**src/rtl/pmp_guard_pkg.sv**
```systemverilog
// Shared constants and helpers for the protection-entry write guard.
// Assumes an 8-bit configuration byte layout fixed by the match logic.
package pmp_guard_pkg;
    localparam logic [1:0] SEL_CFG  = 2'd0;
    localparam logic [1:0] SEL_ADDR = 2'd1;
    localparam logic [1:0] SEL_SEC  = 2'd2;

    localparam int CFG_R = 0;
    localparam int CFG_W = 1;
    localparam int CFG_X = 2;
    localparam int CFG_L = 7;
    localparam logic [1:0] MODE_TOR = 2'b01;

    localparam int SEC_LOCKDOWN = 0;
    localparam int SEC_WLDEF    = 1;
    localparam int SEC_BYPASS   = 2;

    typedef enum logic [1:0] {
        RC_OK  = 2'd0,
        RC_RO  = 2'd1,
        RC_BAD = 2'd2,
        RC_OOR = 2'd3
    } rcode_e;

    // Operation index {lock, read, write, execute}.
    function automatic logic [3:0] op_index(input logic [7:0] cfg);
        return {cfg[CFG_L], cfg[CFG_R], cfg[CFG_W], cfg[CFG_X]};
    endfunction

    // Encodings that would give execute to machine-only or locked shared regions.
    function automatic logic op_forbidden(input logic [3:0] op);
        return (op == 4'd9) || (op == 4'd10) || (op == 4'd11) || (op == 4'd13);
    endfunction
endpackage

```
**src/rtl/pmp_entry_bank.sv**
```systemverilog
// Register bank holding the configuration byte and address of every entry.
// Assumes the write-enable vectors are already one-hot or zero.
module pmp_entry_bank #(
    parameter int NUM_ENTRIES = 8,
    parameter int ADDR_W      = 32
) (
    input  logic                                   clk,
    input  logic                                   rst_n,
    input  logic [NUM_ENTRIES-1:0]                 cfg_we,
    input  logic [NUM_ENTRIES-1:0]                 addr_we,
    input  logic [ADDR_W-1:0]                      wdata,
    output logic [NUM_ENTRIES-1:0][7:0]            cfg_q,
    output logic [NUM_ENTRIES-1:0][ADDR_W-1:0]     addr_q
);
    for (genvar g = 0; g < NUM_ENTRIES; g++) begin : g_ent
        // Store the configuration byte of entry g.
        always_ff @(posedge clk) begin
            if (!rst_n)         cfg_q[g] <= '0;
            else if (cfg_we[g]) cfg_q[g] <= wdata[7:0];
        end
        // Store the address register of entry g.
        always_ff @(posedge clk) begin
            if (!rst_n)          addr_q[g] <= '0;
            else if (addr_we[g]) addr_q[g] <= wdata;
        end
    end
endmodule

```
**src/rtl/pmp_sec_bits.sv**
```systemverilog
// Security control bits: lockdown and whitelist-default are sticky, and the
// bypass bit follows the write unless the judge blocked the set request.
module pmp_sec_bits (
    input  logic       clk,
    input  logic       rst_n,
    input  logic       sec_we,
    input  logic [2:0] sec_wd,
    input  logic       bypass_blk,
    output logic       lockdown,
    output logic       wldef,
    output logic       bypass
);
    import pmp_guard_pkg::*;

    // Update the three security bits on an accepted security write.
    always_ff @(posedge clk) begin
        if (!rst_n) begin
            lockdown <= 1'b0;
            wldef    <= 1'b0;
            bypass   <= 1'b0;
        end else if (sec_we) begin
            lockdown <= lockdown | sec_wd[SEC_LOCKDOWN];
            wldef    <= wldef | sec_wd[SEC_WLDEF];
            bypass   <= bypass_blk ? bypass : sec_wd[SEC_BYPASS];
        end
    end
endmodule

```
**src/rtl/pmp_write_judge.sv**
```systemverilog
// Combinational legality decision for one write. It produces the
// write enables, the reason code and the rule-change vector.
// Assumes NUM_ENTRIES <= 2**IDX_W.
module pmp_write_judge #(
    parameter int NUM_ENTRIES = 8,
    parameter int IDX_W       = 4,
    parameter int ADDR_W      = 32
) (
    input  logic                               wr_en,
    input  logic [1:0]                         wr_sel,
    input  logic [IDX_W-1:0]                   wr_idx,
    input  logic [ADDR_W-1:0]                  wr_data,
    input  logic [NUM_ENTRIES-1:0][7:0]        cfg_q,
    input  logic [NUM_ENTRIES-1:0][ADDR_W-1:0] addr_q,
    input  logic                               lockdown,
    input  logic                               bypass,
    output logic [NUM_ENTRIES-1:0]             cfg_we,
    output logic [NUM_ENTRIES-1:0]             addr_we,
    output logic                               sec_we,
    output logic                               bypass_blk,
    output pmp_guard_pkg::rcode_e              code,
    output logic [NUM_ENTRIES-1:0]             chg
);
    import pmp_guard_pkg::*;

    logic [NUM_ENTRIES-1:0] hit, ro, tor, lockv, succ_tor;
    logic                   in_range, cur_ro, succ_guard, any_lock;
    logic [7:0]             cur_cfg;
    logic [ADDR_W-1:0]      cur_addr;

    // Per-entry lock state and selection of the addressed entry.
    always_comb begin
        cur_cfg    = '0;
        cur_addr   = '0;
        succ_guard = 1'b0;
        succ_tor   = '0;
        for (int i = 0; i < NUM_ENTRIES; i++) begin
            hit[i]   = (wr_idx == IDX_W'(i));
            lockv[i] = cfg_q[i][CFG_L];
            ro[i]    = cfg_q[i][CFG_L] & ~bypass;
            tor[i]   = (cfg_q[i][4:3] == MODE_TOR);
            if (hit[i]) begin
                cur_cfg  = cfg_q[i];
                cur_addr = addr_q[i];
            end
        end
        for (int i = 0; i < NUM_ENTRIES - 1; i++) begin
            if (hit[i]) begin
                succ_guard    = ro[i+1] & tor[i+1];
                succ_tor[i+1] = tor[i+1];
            end
        end
        in_range = |hit;
        cur_ro   = |(hit & ro);
        any_lock = |lockv;
    end

    // Ordered legality checks for the selected target space.
    always_comb begin
        cfg_we     = '0;
        addr_we    = '0;
        sec_we     = 1'b0;
        bypass_blk = 1'b0;
        chg        = '0;
        code       = RC_OK;
        if (wr_en) begin
            case (wr_sel)
                SEL_CFG: begin
                    if (!in_range)                      code = RC_OOR;
                    else if (wr_data[7:0] == cur_cfg)   code = RC_OK;
                    else if (cur_ro)                    code = RC_RO;
                    else if (lockdown && !bypass &&
                             op_forbidden(op_index(wr_data[7:0])))
                                                        code = RC_BAD;
                    else                                cfg_we = hit;
                end
                SEL_ADDR: begin
                    if (!in_range)                      code = RC_OOR;
                    else if (wr_data == cur_addr)       code = RC_OK;
                    else if (succ_guard || cur_ro)      code = RC_RO;
                    else begin
                        addr_we = hit;
                        chg     = hit | succ_tor;
                    end
                end
                SEL_SEC: begin
                    sec_we = 1'b1;
                    if (wr_data[SEC_BYPASS] && !bypass && any_lock) begin
                        bypass_blk = 1'b1;
                        code       = RC_RO;
                    end
                end
                default: code = RC_OOR;
            endcase
        end
    end
endmodule

```
**src/rtl/pmp_cfg_guard.sv**
```systemverilog
// Top of the write guard. It ties the judge to the entry bank and the
// security bits, registers the write outcome and serves combinational reads.
// Assumes one write per cycle and NUM_ENTRIES <= 2**IDX_W, ADDR_W >= 8.
module pmp_cfg_guard #(
    parameter int NUM_ENTRIES = 8,
    parameter int IDX_W       = 4,
    parameter int ADDR_W      = 32
) (
    input  logic                   clk,
    input  logic                   rst_n,
    input  logic                   wr_en,
    input  logic [1:0]             wr_sel,
    input  logic [IDX_W-1:0]       wr_idx,
    input  logic [ADDR_W-1:0]      wr_data,
    input  logic [1:0]             rd_sel,
    input  logic [IDX_W-1:0]       rd_idx,
    output logic [ADDR_W-1:0]      rd_data,
    output logic                   ack_valid,
    output logic [1:0]             ack_code,
    output logic [NUM_ENTRIES-1:0] rule_chg,
    output logic                   sec_mml,
    output logic                   sec_mmwp,
    output logic                   sec_rlb
);
    import pmp_guard_pkg::*;

    logic [NUM_ENTRIES-1:0][7:0]        cfg_q;
    logic [NUM_ENTRIES-1:0][ADDR_W-1:0] addr_q;
    logic [NUM_ENTRIES-1:0]             cfg_we, addr_we, chg_d;
    logic                               sec_we, bypass_blk;
    rcode_e                             code_d;

    pmp_write_judge #(.NUM_ENTRIES(NUM_ENTRIES), .IDX_W(IDX_W), .ADDR_W(ADDR_W)) u_judge (
        .wr_en(wr_en), .wr_sel(wr_sel), .wr_idx(wr_idx), .wr_data(wr_data),
        .cfg_q(cfg_q), .addr_q(addr_q), .lockdown(sec_mml), .bypass(sec_rlb),
        .cfg_we(cfg_we), .addr_we(addr_we), .sec_we(sec_we),
        .bypass_blk(bypass_blk), .code(code_d), .chg(chg_d)
    );

    pmp_entry_bank #(.NUM_ENTRIES(NUM_ENTRIES), .ADDR_W(ADDR_W)) u_bank (
        .clk(clk), .rst_n(rst_n), .cfg_we(cfg_we), .addr_we(addr_we),
        .wdata(wr_data), .cfg_q(cfg_q), .addr_q(addr_q)
    );

    pmp_sec_bits u_sec (
        .clk(clk), .rst_n(rst_n), .sec_we(sec_we), .sec_wd(wr_data[2:0]),
        .bypass_blk(bypass_blk), .lockdown(sec_mml), .wldef(sec_mmwp),
        .bypass(sec_rlb)
    );

    // Register the outcome of this cycle's write for one cycle.
    always_ff @(posedge clk) begin
        if (!rst_n) begin
            ack_valid <= 1'b0;
            ack_code  <= 2'd0;
            rule_chg  <= '0;
        end else begin
            ack_valid <= wr_en;
            ack_code  <= code_d;
            rule_chg  <= chg_d;
        end
    end

    // Combinational read mux; unknown indices and the reserved select give zero.
    always_comb begin
        rd_data = '0;
        if (rd_sel == SEL_SEC) begin
            rd_data[SEC_LOCKDOWN] = sec_mml;
            rd_data[SEC_WLDEF]    = sec_mmwp;
            rd_data[SEC_BYPASS]   = sec_rlb;
        end else begin
            for (int i = 0; i < NUM_ENTRIES; i++) begin
                if (rd_idx == IDX_W'(i)) begin
                    if (rd_sel == SEL_CFG)       rd_data = {{(ADDR_W-8){1'b0}}, cfg_q[i]};
                    else if (rd_sel == SEL_ADDR) rd_data = addr_q[i];
                end
            end
        end
    end
endmodule

```
**config.mk**
```make
export PLATFORM = sky130hd
export DESIGN_NAME = pmp_cfg_guard
export DESIGN_NICKNAME = d
export VERILOG_FILES = /design/src/rtl/pmp_guard_pkg.sv /design/src/rtl/pmp_entry_bank.sv /design/src/rtl/pmp_sec_bits.sv /design/src/rtl/pmp_write_judge.sv /design/src/rtl/pmp_cfg_guard.sv
export SDC_FILE = /design/constraint.sdc
export NUM_CORES = 1
export LEC_CHECK = 0
export BUFFER_PORTS_ARGS = -buffer_cell sky130_fd_sc_hd__buf_4
export CAP_MARGIN = 5
export CORE_MARGIN = 4
export CORE_UTILIZATION = 55
export DETAILED_ROUTE_END_ITERATION = 10
export MAX_ROUTING_LAYER = met4
export PLACE_DENSITY = 0.76
export SLEW_MARGIN = 20
export SYNTH_ARGS = -nofsm -noshare
export SYNTH_HDL_FRONTEND = slang
export SYNTH_SLANG_ARGS = --single-unit
```
**constraint.sdc**
```tcl
create_clock -name clk -period 4.02 [get_ports clk]
set_clock_uncertainty 0.2 [all_clocks]
set_input_delay 0.804 -clock clk [delete_from_list [all_inputs] [get_ports clk]]
set_output_delay 0.804 -clock clk [all_outputs]
set_load 0.01 [all_outputs]
```
==> run summary <==
The via count of the first global-routing pass came out at 18210. The number of endpoints failing setup at the final stage is 0. In this run the most used layer during global routing was met2.

The core box area is ~34000 um^2. The number of detailed-route iterations in the first pass came out at 6. The post-layout instance count excluding filler cells came out at ~2800. The tree is rooted in a sky130_fd_sc_hd__clkbuf_16. The violation count after the first detailed-routing iteration came out at about 2500. The total routing resource utilization after global routing is 0.3970. The number of instances in the synthesized netlist is about 2100. The area of all placed cells without fillers is ~23000 um^2. TritonCTS built the clock tree. Counting flops with a built-in enable in the synthesized netlist gives 0. The worst slew margin relative to its limit is 0.3896. The post-detailed-routing wire length is approximately 76000 um. The peak fanout along the critical path came out at 14. The count of buffers inserted at the top-level ports came out at just over 90.

The number of sinks on the clock net is between 300 and 400. Setup repair after global routing could not meet its margin everywhere. At the end of routability-driven placement, the weighted congestion stood at 1.043. The later pin in the worst-skew pair is clocked with a latency of roughly 0.55 ns. The number of distinct library cell variants in the gate-level netlist after synthesis came out at just under 90. The number of failing hold endpoints at the final stage is 0. The maximum number of pins on one net before global-route repair came out at approximately 190.

The time the worst path needs with I/O delays and setup came out at a little under 4 ns. The count of nets after finishing is approximately 2400. Counting flops with an async set or reset pin after synthesis yields a share of 0.

The initial core utilization came out at 0.5609. The number of max-slew violations in the final report is 0. The count of hold buffers inserted by post-cts repair came out at 0. The flow ran to the end, and the final reports show no timing, DRC or antenna violations. The count of warnings emitted by yosys came out at 0. Summing all placed instances gives a cell area of 21400 um^2. The portion of the clock cycle consumed by the worst path in the final layout came out at 0.9889. The die span in x is roughly 190 um. The remaining design rule violation count came out at 0.

The type of the worst setup path is input port to output port. The remaining global-route overflow came out at 0. Summed over all failing endpoints, the final setup total negative slack is 0 ns.

After floorplanning, the core was divided into 67 placement rows. The share of the synthesized area in the top cell type came out at 0.3529. The final worst hold slack is approximately 0.28 ns. Fill cells in the final layout number 2732. The initial antenna violation count came out at 2. The mean post-synth cell area came out at around 8.9 um^2.

The clock slew seen by the registers of the worst setup and hold paths came out at about 0.06 ns. The cell depth of the worst hold path came out at 2. The upper clock frequency limit is between 200 and 300 MHz. Summing over every cut layer, the via total after detailed routing is roughly 19000. The synthesized netlist net count came out at roughly 2200. The final routed wire length divided by cell count came out at between 20 and 30 um.

The full die area is around 37000 um^2. The share of the yosys chip area belonging to registers is 0.3529. The cell depth of the worst flop-to-flop path came out at 12. At the worst endpoint, the required time is between 3 and 4 ns.

The worst IR drop on VDD is 0.0003384 V. The global routing usage on met3 came out at 0.1062. The max-cap check violation count came out at 0. Of all cell types, the one taking the most synthesized area is sky130_fd_sc_hd__dfxtp_1. The number of buffers created by CTS is 37. The clock tree synthesis step divided the H-tree into 2 levels. For met2 alone, demand over resource in global routing was 0.5679. From synthesis to final layout, the design area changed by 20.08%. The synthesized design contains approximately 330 register bits. Of the cells placed in the final design, the portion with a size suffix greater than 1 is 0.2160.

The routing usage on met1 is 0.5146. STA classifies the critical path startpoint as an input port. At the pin with the least slew margin, the transition time is ~0.9 ns. Pin placement for this block handled 93 I/O pins. In this run, placement finished with an instance count of 2725.

The die is 193.6 um tall. The first global-routing pass estimated around 110000 um of wire. The slack of the worst reg-to-reg path came out at approximately 0.53 ns. Power spread over the standard cell area amounts to 345.2 nW/um^2. Among all flip-flop cells after synthesis, the most frequent one is sky130_fd_sc_hd__dfxtp_1. The HPWL after detailed placement is ~54000 um.

The remaining antenna violation count after routing is 0. By area the synthesized netlist is led by sky130_fd_sc_hd__dfxtp_1 (35%), sky130_fd_sc_hd__mux2i_1 (20%), sky130_fd_sc_hd__nand2_1 (7.5%). The clock tree buffer depth is 3. For the worst setup path, the data arrival time is about 3.0 ns. The total power after layout is around 7.9 mW. The cell area after technology mapping is about 19000 um^2. In the routed layout, each cell is associated on average with a via count of approximately 6.8.

The classification of the worst-slack hold path is flop to flop. The worst setup path is captured at an output port. The leakage power total came out at ~10 nW.
==> worst paths after layout <==
path / endpoint / from
max: rd_data[0] / rd_idx[1]
min: u_bank.addr_q[19] / u_bank.addr_q[19]
min reg2reg: u_bank.addr_q[19] / u_bank.addr_q[19]
max reg2reg: u_bank.addr_q[111] / u_bank.addr_q[105]
==> cell usage in the layout, fill, tap and decap left out, types with 6 or more instances in the layout <==
cell and n:
sky130_fd_sc_hd__nor2_1 155, sky130_fd_sc_hd__a222oi_1 7, sky130_fd_sc_hd__o211ai_1 7, sky130_fd_sc_hd__nor3_1 26, sky130_fd_sc_hd__a221oi_1 27, sky130_fd_sc_hd__xnor2_1 22, sky130_fd_sc_hd__clkbuf_16 38, sky130_fd_sc_hd__a22oi_1 30
sky130_fd_sc_hd__mux4_2 39, sky130_fd_sc_hd__nand3_1 11, sky130_fd_sc_hd__nand2_1 380, sky130_fd_sc_hd__buf_4 302, sky130_fd_sc_hd__clkbuf_8 9, sky130_fd_sc_hd__a31oi_1 14, sky130_fd_sc_hd__o221ai_1 7, sky130_fd_sc_hd__a211oi_1 15
sky130_fd_sc_hd__mux2i_1 385, sky130_fd_sc_hd__clkbuf_1 7, sky130_fd_sc_hd__xor2_1 8, sky130_fd_sc_hd__nor2b_1 26, sky130_fd_sc_hd__a21oi_1 122, sky130_fd_sc_hd__o22ai_1 29, sky130_fd_sc_hd__nor4_1 13, sky130_fd_sc_hd__dfxtp_1 334
sky130_fd_sc_hd__nand4_1 6, sky130_fd_sc_hd__buf_12 26, sky130_fd_sc_hd__o21ai_0 79, sky130_fd_sc_hd__a221o_1 8, sky130_fd_sc_hd__buf_6 6, sky130_fd_sc_hd__nand2b_1 8, sky130_fd_sc_hd__mux2_2 30, sky130_fd_sc_hd__inv_1 16
==> worst max-delay path, stage by stage <==
cell and delay [ns]:
sky130_fd_sc_hd__buf_4 0.19, sky130_fd_sc_hd__inv_1 0.25, sky130_fd_sc_hd__nand2_1 0.16, sky130_fd_sc_hd__nor2_1 0.64, sky130_fd_sc_hd__a22oi_1 0.20, sky130_fd_sc_hd__nor2_1 0.12
sky130_fd_sc_hd__a21oi_1 0.07, sky130_fd_sc_hd__o21ai_0 0.10, sky130_fd_sc_hd__o32a_1 0.27, sky130_fd_sc_hd__buf_4 0.15
==> Yosys cell counts (5+ instances only) <==
library cell and instances:
sky130_fd_sc_hd__a31oi_1 14, sky130_fd_sc_hd__nand4_1 6, sky130_fd_sc_hd__a22o_1 5, sky130_fd_sc_hd__dfxtp_1 334
sky130_fd_sc_hd__mux2i_1 386, sky130_fd_sc_hd__a22oi_1 30, sky130_fd_sc_hd__or2_2 5, sky130_fd_sc_hd__nor3_1 27
sky130_fd_sc_hd__nor2b_1 28, sky130_fd_sc_hd__o32ai_1 5, sky130_fd_sc_hd__buf_1 14, sky130_fd_sc_hd__or4_1 7
sky130_fd_sc_hd__o211ai_1 7, sky130_fd_sc_hd__nand2b_1 8, sky130_fd_sc_hd__buf_2 22, sky130_fd_sc_hd__and2_1 5
sky130_fd_sc_hd__a221oi_1 27, sky130_fd_sc_hd__nor4_1 15, sky130_fd_sc_hd__xor2_1 8, sky130_fd_sc_hd__a21oi_1 122
sky130_fd_sc_hd__xnor2_1 22, sky130_fd_sc_hd__a211oi_1 15, sky130_fd_sc_hd__buf_4 16, sky130_fd_sc_hd__clkbuf_1 99
sky130_fd_sc_hd__o221ai_1 7, sky130_fd_sc_hd__a222oi_1 7, sky130_fd_sc_hd__o22ai_1 29, sky130_fd_sc_hd__nand2_1 380
sky130_fd_sc_hd__mux4_2 39, sky130_fd_sc_hd__nand3_1 11, sky130_fd_sc_hd__mux2_2 30, sky130_fd_sc_hd__a221o_1 8
sky130_fd_sc_hd__nor2_1 156, sky130_fd_sc_hd__o21ai_0 79, sky130_fd_sc_hd__buf_6 26, sky130_fd_sc_hd__inv_1 16
==> cells by family after synthesis <==
logic type             Yosys count  synth area share
multiplexers                   457            0.2693
flip-flops                     334            0.3529
AND/OR/NAND/NOR                693            0.1663
AO/OA/AOI/OAI                  411            0.1424
XOR/XNOR                        30           0.01387
buffers and inverters          198           0.05533
==> routing by layer <==
| layer | vias up | wire length (um) |
|---|---|---|
| met3 | 402 | 9500 |
| met2 | 1432 | 32520 |
| met1 | 9055 | 29320 |
| li1 | 8058 | - |
| met5 | - | 0 |
| met4 | 0 | 4986 |
==> power breakdown <==
part           switching [mW]  internal, mW
logic                   0.597         0.336
clock network            1.43          2.16
registers              0.0123          3.32
total                    2.04          5.82
==> registers in the layout (all words and copies together) (netlist names) <==
signal and flops:
u_sec.wldef 1, ack_code 2, u_sec.bypass 1, ack_valid 1
rule_chg 8, u_bank.addr_q 256, u_bank.cfg_q 64, u_sec.lockdown 1
==> through the flow <==
| step | util | setup WS (ns) |
|---|---|---|
| 2_1_floorplan | - | 0.1564 |
| 3_3_place_gp | 0.6334 | -0.6525 |
| 3_5_place_dp | 0.6334 | -0.7123 |
| 4_1_cts | 0.6708 | 0.006751 |
| 5_1_grt | 0.6735 | -0.02207 |
| 6_report | 0.6735 | 0.04477 |
==> cell type report <==
type | count | area (um^2) | area share
inverter | 19 | 71.32 | 0.003134
multi-input combinational | 1591 | 11280 | 0.4958
clock buffer | 52 | 1062 | 0.04668
antenna | 4 | 10.01 | 0.0004399
tap | 448 | 560.5 | 0.02463
clock inverter | 11 | 187.7 | 0.008248
sequential | 334 | 6686 | 0.2939
timing repair buffer | 336 | 2894 | 0.1272
==> repair_timing <==
action / in CTS / in global routing
endpoints found under the setup margin: 205 / 257
pin swaps: 0 / 2
gates cloned: 0 / 1
resized for setup: 2 / 11
setup buffers: 0 / 2
(Power assumes the default switching activity.)
